### src/rtl/fram_boot_pkg.sv
package fram_boot_pkg;

    localparam logic [7:0] OPC_READ_ID  = 8'h9F;
    localparam logic [7:0] OPC_READ     = 8'h03;
    localparam logic [7:0] OPC_WRITE    = 8'h02;
    localparam logic [7:0] OPC_WR_EN    = 8'h06;
    localparam logic [7:0] FILL_BYTE    = 8'h00;

    typedef enum logic [4:0] {
        ST_ID_OP,
        ST_ID_DATA,
        ST_ID_CHK,
        ST_RD_OP,
        ST_RD_AH,
        ST_RD_AL,
        ST_RD_DATA,
        ST_MK_CHK,
        ST_WE_OP,
        ST_WR_OP,
        ST_WR_AH,
        ST_WR_AL,
        ST_WR_MARK,
        ST_WR_FILL,
        ST_DONE
    } boot_st_e;

    typedef struct packed {
        logic done;
        logic fault;
        logic empty;
    } boot_flags_t;

    function automatic logic is_byte_step(input boot_st_e st);
        return !(st == ST_ID_CHK || st == ST_MK_CHK || st == ST_DONE);
    endfunction

    function automatic logic opens_frame(input boot_st_e st);
        return (st == ST_ID_OP) || (st == ST_RD_OP) ||
               (st == ST_WE_OP) || (st == ST_WR_OP);
    endfunction

    function automatic logic [7:0] step_byte(input boot_st_e st,
                                             input logic [7:0] marker);
        logic [7:0] b;
        case (st)
            ST_ID_OP:   b = OPC_READ_ID;
            ST_RD_OP:   b = OPC_READ;
            ST_WE_OP:   b = OPC_WR_EN;
            ST_WR_OP:   b = OPC_WRITE;
            ST_WR_MARK: b = marker;
            default:    b = FILL_BYTE;
        endcase
        return b;
    endfunction

endpackage

### src/rtl/fram_spi_byte.sv
module fram_spi_byte #(
    parameter int SCK_DIV = 4
) (
    input  logic       clk,
    input  logic       rst,
    input  logic       req,
    input  logic [7:0] tx_byte,
    output logic       ack,
    output logic [7:0] rx_byte,
    output logic       busy,
    output logic       sck,
    output logic       mosi,
    input  logic       miso
);

    localparam int DW = (SCK_DIV > 1) ? $clog2(SCK_DIV) : 1;
    localparam logic [DW-1:0] DIV_LAST = DW'(SCK_DIV - 1);

    logic [DW-1:0] div_cnt;
    logic [2:0]    bit_cnt;
    logic [7:0]    sh_q;
    logic [7:0]    rx_q;
    logic          sck_q;
    logic          busy_q;
    logic          ack_q;

    always_ff @(posedge clk) begin
        if (rst) begin
            div_cnt <= '0;
            bit_cnt <= '0;
            sh_q    <= '0;
            rx_q    <= '0;
            sck_q   <= 1'b0;
            busy_q  <= 1'b0;
            ack_q   <= 1'b0;
        end else begin
            ack_q <= 1'b0;
            if (!busy_q) begin
                if (req) begin
                    busy_q  <= 1'b1;
                    sh_q    <= tx_byte;
                    div_cnt <= '0;
                    bit_cnt <= '0;
                    sck_q   <= 1'b0;
                end
            end else if (div_cnt == DIV_LAST) begin
                div_cnt <= '0;
                if (!sck_q) begin
                    sck_q <= 1'b1;
                    rx_q  <= {rx_q[6:0], miso};
                end else begin
                    sck_q <= 1'b0;
                    if (bit_cnt == 3'd7) begin
                        busy_q <= 1'b0;
                        ack_q  <= 1'b1;
                    end else begin
                        bit_cnt <= bit_cnt + 3'd1;
                        sh_q    <= {sh_q[6:0], 1'b0};
                    end
                end
            end else begin
                div_cnt <= div_cnt + DW'(1);
            end
        end
    end

    assign ack     = ack_q;
    assign rx_byte = rx_q;
    assign busy    = busy_q;
    assign sck     = sck_q;
    assign mosi    = sh_q[7];

endmodule

### src/rtl/fram_cs_gap.sv
module fram_cs_gap #(
    parameter int GAP_CYCLES = 12
) (
    input  logic clk,
    input  logic rst,
    input  logic cs_n,
    output logic gap_ok
);

    localparam int GW = $clog2(GAP_CYCLES + 1) + 1;
    localparam logic [GW-1:0] GAP_LIM = GW'(GAP_CYCLES);

    logic [GW-1:0] cnt;

    always_ff @(posedge clk) begin
        if (rst) begin
            cnt <= '0;
        end else if (!cs_n) begin
            cnt <= '0;
        end else if (cnt != GAP_LIM) begin
            cnt <= cnt + GW'(1);
        end
    end

    assign gap_ok = (cnt == GAP_LIM);

endmodule

### src/rtl/fram_boot_ctrl.sv
module fram_boot_ctrl
    import fram_boot_pkg::*;
#(
    parameter int          MEM_BYTES   = 8192,
    parameter logic [31:0] EXPECTED_ID = 32'h047F0302,
    parameter logic [7:0]  MARKER      = 8'd42,
    localparam int         AW          = $clog2(MEM_BYTES)
) (
    input  logic          clk,
    input  logic          rst,
    input  logic          gap_ok,
    output logic          cs_n,
    output logic          xfer_req,
    output logic [7:0]    xfer_tx,
    input  logic          xfer_ack,
    input  logic [7:0]    xfer_rx,
    output logic          done,
    output logic          dev_fault,
    output logic          empty,
    output logic [AW-1:0] next_free
);

    localparam int CW = AW + 1;
    localparam logic [CW-1:0] ID_LAST   = CW'(3);
    localparam logic [CW-1:0] FILL_LAST = CW'(MEM_BYTES - 2);

    boot_st_e    st;
    boot_flags_t flags;
    logic        cs_n_q;
    logic        req_q;
    logic [7:0]  tx_q;
    logic        waiting;
    logic [CW-1:0] cnt;
    logic [31:0] id_q;
    logic [7:0]  mark_q;
    logic [AW-1:0] free_q;

    always_ff @(posedge clk) begin
        if (rst) begin
            st      <= ST_ID_OP;
            flags   <= '0;
            cs_n_q  <= 1'b1;
            req_q   <= 1'b0;
            tx_q    <= '0;
            waiting <= 1'b0;
            cnt     <= '0;
            id_q    <= '0;
            mark_q  <= '0;
            free_q  <= '0;
        end else begin
            req_q <= 1'b0;
            if (is_byte_step(st)) begin
                if (!waiting) begin
                    if (cs_n_q) begin
                        if (opens_frame(st) && gap_ok) begin
                            cs_n_q <= 1'b0;
                        end
                    end else begin
                        req_q   <= 1'b1;
                        tx_q    <= step_byte(st, MARKER);
                        waiting <= 1'b1;
                    end
                end else if (xfer_ack) begin
                    waiting <= 1'b0;
                    case (st)
                        ST_ID_OP: begin
                            cnt <= '0;
                            st  <= ST_ID_DATA;
                        end
                        ST_ID_DATA: begin
                            id_q <= {id_q[23:0], xfer_rx};
                            if (cnt == ID_LAST) begin
                                cs_n_q <= 1'b1;
                                st     <= ST_ID_CHK;
                            end else begin
                                cnt <= cnt + CW'(1);
                            end
                        end
                        ST_RD_OP:   st <= ST_RD_AH;
                        ST_RD_AH:   st <= ST_RD_AL;
                        ST_RD_AL:   st <= ST_RD_DATA;
                        ST_RD_DATA: begin
                            mark_q <= xfer_rx;
                            cs_n_q <= 1'b1;
                            st     <= ST_MK_CHK;
                        end
                        ST_WE_OP: begin
                            cs_n_q <= 1'b1;
                            st     <= ST_WR_OP;
                        end
                        ST_WR_OP:   st <= ST_WR_AH;
                        ST_WR_AH:   st <= ST_WR_AL;
                        ST_WR_AL:   st <= ST_WR_MARK;
                        ST_WR_MARK: begin
                            cnt <= '0;
                            st  <= ST_WR_FILL;
                        end
                        ST_WR_FILL: begin
                            if (cnt == FILL_LAST) begin
                                cs_n_q <= 1'b1;
                                st     <= ST_DONE;
                            end else begin
                                cnt <= cnt + CW'(1);
                            end
                        end
                        default: st <= ST_DONE;
                    endcase
                end
            end else begin
                case (st)
                    ST_ID_CHK: begin
                        if (id_q == EXPECTED_ID) begin
                            st <= ST_RD_OP;
                        end else begin
                            flags.fault <= 1'b1;
                            st          <= ST_DONE;
                        end
                    end
                    ST_MK_CHK: begin
                        if (mark_q == MARKER) begin
                            st <= ST_DONE;
                        end else begin
                            flags.empty <= 1'b1;
                            st          <= ST_WE_OP;
                        end
                    end
                    default: begin
                        flags.done <= 1'b1;
                        if (!flags.fault) begin
                            free_q <= AW'(1);
                        end
                    end
                endcase
            end
        end
    end

    assign cs_n      = cs_n_q;
    assign xfer_req  = req_q;
    assign xfer_tx   = tx_q;
    assign done      = flags.done;
    assign dev_fault = flags.fault;
    assign empty     = flags.empty;
    assign next_free = free_q;

endmodule

### src/rtl/fram_boot_seq.sv
module fram_boot_seq #(
    parameter int          MEM_BYTES   = 8192,
    parameter int          SCK_DIV     = 4,
    parameter int          GAP_CYCLES  = 12,
    parameter logic [31:0] EXPECTED_ID = 32'h047F0302,
    parameter logic [7:0]  MARKER      = 8'd42,
    localparam int         ADDR_W      = $clog2(MEM_BYTES)
) (
    input  logic              clk,
    input  logic              rst,
    output logic              spi_sck,
    output logic              spi_mosi,
    input  logic              spi_miso,
    output logic              spi_cs_n,
    output logic              done,
    output logic              dev_fault,
    output logic              empty,
    output logic [ADDR_W-1:0] next_free
);

    logic       gap_ok;
    logic       xfer_req;
    logic [7:0] xfer_tx;
    logic       xfer_ack;
    logic [7:0] xfer_rx;
    logic       xfer_busy;
    logic       cs_n_int;

    fram_cs_gap #(
        .GAP_CYCLES(GAP_CYCLES)
    ) u_gap (
        .clk    (clk),
        .rst    (rst),
        .cs_n   (cs_n_int),
        .gap_ok (gap_ok)
    );

    fram_boot_ctrl #(
        .MEM_BYTES   (MEM_BYTES),
        .EXPECTED_ID (EXPECTED_ID),
        .MARKER      (MARKER)
    ) u_ctrl (
        .clk       (clk),
        .rst       (rst),
        .gap_ok    (gap_ok),
        .cs_n      (cs_n_int),
        .xfer_req  (xfer_req),
        .xfer_tx   (xfer_tx),
        .xfer_ack  (xfer_ack),
        .xfer_rx   (xfer_rx),
        .done      (done),
        .dev_fault (dev_fault),
        .empty     (empty),
        .next_free (next_free)
    );

    fram_spi_byte #(
        .SCK_DIV(SCK_DIV)
    ) u_spi (
        .clk     (clk),
        .rst     (rst),
        .req     (xfer_req),
        .tx_byte (xfer_tx),
        .ack     (xfer_ack),
        .rx_byte (xfer_rx),
        .busy    (xfer_busy),
        .sck     (spi_sck),
        .mosi    (spi_mosi),
        .miso    (spi_miso)
    );

    assign spi_cs_n = cs_n_int;

endmodule

### config.mk
export PLATFORM = sky130hd
export DESIGN_NAME = fram_boot_seq
export DESIGN_NICKNAME = d
export VERILOG_FILES = /design/src/rtl/fram_boot_pkg.sv /design/src/rtl/fram_spi_byte.sv /design/src/rtl/fram_cs_gap.sv /design/src/rtl/fram_boot_ctrl.sv /design/src/rtl/fram_boot_seq.sv
export SDC_FILE = /design/constraint.sdc
export NUM_CORES = 1
export LEC_CHECK = 0
export BUFFER_PORTS_ARGS = -buffer_cell sky130_fd_sc_hd__buf_4
export CAP_MARGIN = 20
export CORE_AREA = 2 2 72 109
export CTS_BUF_LIST = sky130_fd_sc_hd__clkbuf_8
export DETAILED_ROUTE_END_ITERATION = 10
export DIE_AREA = 0 0 74 111
export PLACE_DENSITY_LB_ADDON = 0.12
export SKIP_CTS_REPAIR_TIMING = 1
export SKIP_LAST_GASP = 1
export SLEW_MARGIN = 20
export SYNTH_ARGS = -nofsm -noshare
export SYNTH_HDL_FRONTEND = slang
export SYNTH_SLANG_ARGS = --single-unit
### constraint.sdc
create_clock -name clk -period 2.16 [get_ports clk]
set_input_delay 0.432 -clock clk [delete_from_list [all_inputs] [get_ports clk]]
set_output_delay 0.432 -clock clk [all_outputs]
set_load 0.05 [all_outputs]
==> Implementation_results.wiki <==
{| class="wikitable"
! Metric !! Value
|-
| Kind of path behind the tightest hold check || primary input to flip-flop
|-
| Sw Ratio || 23.4%
|-
| Reg2Reg Depth || 7
|-
| CTS tree || yes
|-
| Global-route met3 utilization || 4.36%
|-
| Total setup violations reported at the end of the flow || 0
|-
| Area growth from synthesis to final layout || 8.18%
|-
| Drt via density || 5.64
|-
| Buffers added on ports || 9
|-
| Post-detailed-route count of antenna-violating nets || 0
|-
| Number of antenna violations at the first check in global routing || 0
|-
| Root Buffer || sky130_fd_sc_hd__clkbuf_8
|-
| Critical path, cell by cell || inv_1, ha_1, and4b_1, and3_4, a21o_2, or4_1, a21oi_1
|-
| Number of flops mapped to enable cells by yosys || 0
|-
| Tcrit/Tclk final || 94.1%
|-
| Number of placement rows || 39
|-
| Sequential Power Share || 59.2%
|-
| Area of the mapped netlist || 4480 um^2
|-
| Fmax || 0.492 GHz
|-
| Power after layout || 0.00313 W
|-
| Vias || 3662
|-
| Clock Power Share || 37.5%
|-
| Multi-input gate area in the final layout || 2250 um^2
|-
| Met2 demand-to-capacity share in global routing || 37.4%
|-
| Total GRT Usage || 23.1%
|-
| Ys Warns || 0
|-
| Category of the worst setup path capture point || flip-flop
|-
| Power density over cell area || 645 nW/um^2
|-
| Clock sink count || 100
|-
| Maximum buffer depth of the clock tree || 2
|-
| Gate count after technology mapping || 535
|-
| Time the worst path needs with I/O delays and setup || 2030 ps
|-
| Met1 routing resource usage after global routing || 29.5%
|-
| First-pass GRT wire length || 15.2 mm
|-
| Leak pwr || 1.76 nW
|-
| Half-perimeter wire length of the detailed placement result || 6.20 mm
|-
| Via count of the first global-routing pass || 3394
|-
| Start-to-end type of the worst setup path || flip-flop to flip-flop
|-
| Number of instances on the worst hold path || 3
|-
| # Max-Cap Violations || 0
|-
| Largest stage delay, worst path || 470 ps
|-
| Average wire length per cell after detail routing || 13.8 um
|-
| Sequential element share of the synthesized area || 44.7%
|-
| Critical Path Fanout Max || 6
|-
| Final instance area || 4850 um^2
|-
| Total count of max-transition violations in the final report || 0
|-
| Dominant cell type by area after synthesis || sky130_fd_sc_hd__dfxtp_1
|-
| First DRT Iteration DRCs || 180
|-
| Outcome || finished, final reports clean
|-
| CTS buffer count || 9
|-
| Effective utilization at floorplan || 60.8%
|-
| Synth top cells by count || sky130_fd_sc_hd__nand2_1, sky130_fd_sc_hd__dfxtp_1, sky130_fd_sc_hd__a21oi_1, sky130_fd_sc_hd__nor2_1, sky130_fd_sc_hd__mux2i_1
|-
| Final layout net count || 552
|-
| Psw || 0.000731 W
|-
| Largest cells by area after synthesis || sky130_fd_sc_hd__dfxtp_1, sky130_fd_sc_hd__nand2_1, sky130_fd_sc_hd__a21oi_1
|-
| Kind of start point of the critical path || flip-flop
|-
| Worst slew pin tran || 534 ps
|-
| Peak supply drop || 0.523 mV
|-
| Headroom to the max-slew limit || 64.2%
|-
| Clock latency on the worst-skew pair || 380 ps
|-
| Final WL || 8.92 mm
|-
| Top-level port count || 22
|-
| Total placed instance area || 4640 um^2
|-
| Detailed-routing iteration count for the pre-antenna-repair pass || 4
|-
| Sequential cell area in the final layout || 2000 um^2
|-
| Beginning of the worst hold path || spi_miso
|-
| Yosys reg bits || 100
|-
| CP arrival || 2340 ps
|-
| Diodes inserted || 0
|-
| Start point of the critical path || u_ctrl.cnt[0]$_SDFFE_PP0P_
|-
| Vert. Die Dim || 111 um
|-
| Global-route congestion overflow total || 0
|-
| Pin count of the biggest net entering global routing || 47
|-
| Skew final || 15.9 ps
|-
| Share of final-layout standard cells stronger than drive strength 1 || 11.2%
|-
| Worst reg2reg path startpoint || u_ctrl.cnt[0]$_SDFFE_PP0P_
|-
| Max H-tree Level || 3
|-
| Cell-internal power || 0.00240 W
|-
| Most numerous cell in the Yosys netlist || sky130_fd_sc_hd__nand2_1
|-
| Async SR Flop Fraction || 0%
|-
| Post-route DRC violation count || 0
|-
| Syn_area_per_cell || 8.37 um^2
|-
| Most common flop cell mapped by yosys || sky130_fd_sc_hd__dfxtp_1
|-
| Die Footprint || 8210 um^2
|-
| Layout filler cell count || 652
|-
| Clock transition time at the flip-flop clock pins of the worst setup and hold paths || 100 ps
|-
| Total core area || 7370 um^2
|-
| Cell with the largest stage delay on the worst path || sky130_fd_sc_hd__or4_1
|-
| Peak-usage layer in the global routing report || met2
|-
| Die width || 74 um
|-
| Number of hold violations in the final report || 0
|-
| Routability-driven placement congestion ratio || 0.877
|-
| Data required time of the worst path || 2460 ps
|-
| Top-area cell type share of the netlist area || 44.7%
|-
| Logic pwr share || 3.3%
|-
| Library cells used by synthesis || 63
|}
logic make-up (layout without fill, tap and decap cells):
logic type      after synthesis  count (layout)  share of synthesized area (%)
flops                       100             100                           44.7
xor+xnor                      8               8                           1.56
buf+inv                      55              56                           6.26
other cells                   1              12                         0.0837
mux                          20              20                           4.47
fa+ha+maj                     7               7                           1.95
simple gates                230             230                           24.7
compound gates              114             114                           16.3
final timing paths:
path | endpoint | slack [ps]
max | u_ctrl.cnt[12]$_SDFFE_PP0P_ | 130
min | u_spi.rx_byte[0]$_SDFFE_PP0P_ | 300
max reg2reg | u_ctrl.cnt[12]$_SDFFE_PP0P_ | 130
min reg2reg | u_ctrl.id_q[31]$_SDFFE_PP0P_ | 460
per-stage QoR:
step | setup slack [ps] | utilization (%) | TNS [ps] | instances | hold WS [ps]
2_1_floorplan | 223 | - | 0 | 546 | 432
3_3_place_gp | 184 | 62.9 | 0 | 632 | 439
3_5_place_dp | 112 | 62.9 | 0 | 632 | 451
4_1_cts | 104 | 65.5 | 0 | 648 | 286
5_1_grt | -8.57 | 65.8 | -8.57 | 649 | 317
6_report | 127 | 65.8 | 0 | 649 | 296
cell type report:
| type | count | share of cell area, % |
|---|---|---|
| Multi-Input combinational cell | 391 | 46.5 |
| Sequential cell | 100 | 41.3 |
| Timing Repair Buffer | 29 | 4.75 |
| Tap cell | 102 | 2.63 |
| Clock buffer | 9 | 2.56 |
| Clock inverter | 7 | 1.39 |
| Inverter | 11 | 0.852 |
critical path: cells and delay by family, from the launching register on:
family                     cells  cell delay [ps]
AOI/OAI and AO/OA              2              380
adders and majority gates      1              200
buffers and inverters          1               80
DFF                            1              410
and+or+nand+nor                3              900
sequential cells by signal, summed over array words and instances, names as in the netlist, 2 cells and up:
name            flops
u_ctrl.st           4
u_spi.div_cnt       2
u_ctrl.mark_q       8
u_spi.bit_cnt       3
u_spi.rx_byte       8
u_ctrl.id_q        32
u_spi.sh_q          8
u_gap.cnt           5
u_ctrl.xfer_tx      6
u_ctrl.cnt         14
power groups by stage:
| stage | clock network [W] | logic, W | registers (W) |
|---|---|---|---|
| after floorplan | 0 | 0.000103 | 0.00189 |
| after CTS | 0.00120 | 0.000102 | 0.00185 |
| after global placement | 0 | 0.000101 | 0.00189 |
| final | 0.00117 | 0.000103 | 0.00185 |
| after global routing | 0.00128 | 0.000112 | 0.00185 |
| after detailed placement | 0 | 0.000102 | 0.00189 |
layer usage:
metal  vias to the layer above  part of all wire [%]
li1                       1871                     -
met1                      1704                    45
met2                        74                    50
met3                        13                   3.5
met4                         0                   1.6
met5                         -                     0
layout by cell type, fill, tap and decap left out, types with 12 or more instances in the layout:
cell type,instances
sky130_fd_sc_hd__buf_4,28
sky130_fd_sc_hd__nor3_1,12
sky130_fd_sc_hd__nand3_1,16
sky130_fd_sc_hd__dfxtp_1,100
sky130_fd_sc_hd__mux2i_1,20
sky130_fd_sc_hd__a21oi_1,63
sky130_fd_sc_hd__conb_1,12
sky130_fd_sc_hd__nor2_1,48
sky130_fd_sc_hd__inv_1,13
sky130_fd_sc_hd__nand2_1,101
Note: power is estimated with default switching activity, not from simulation.
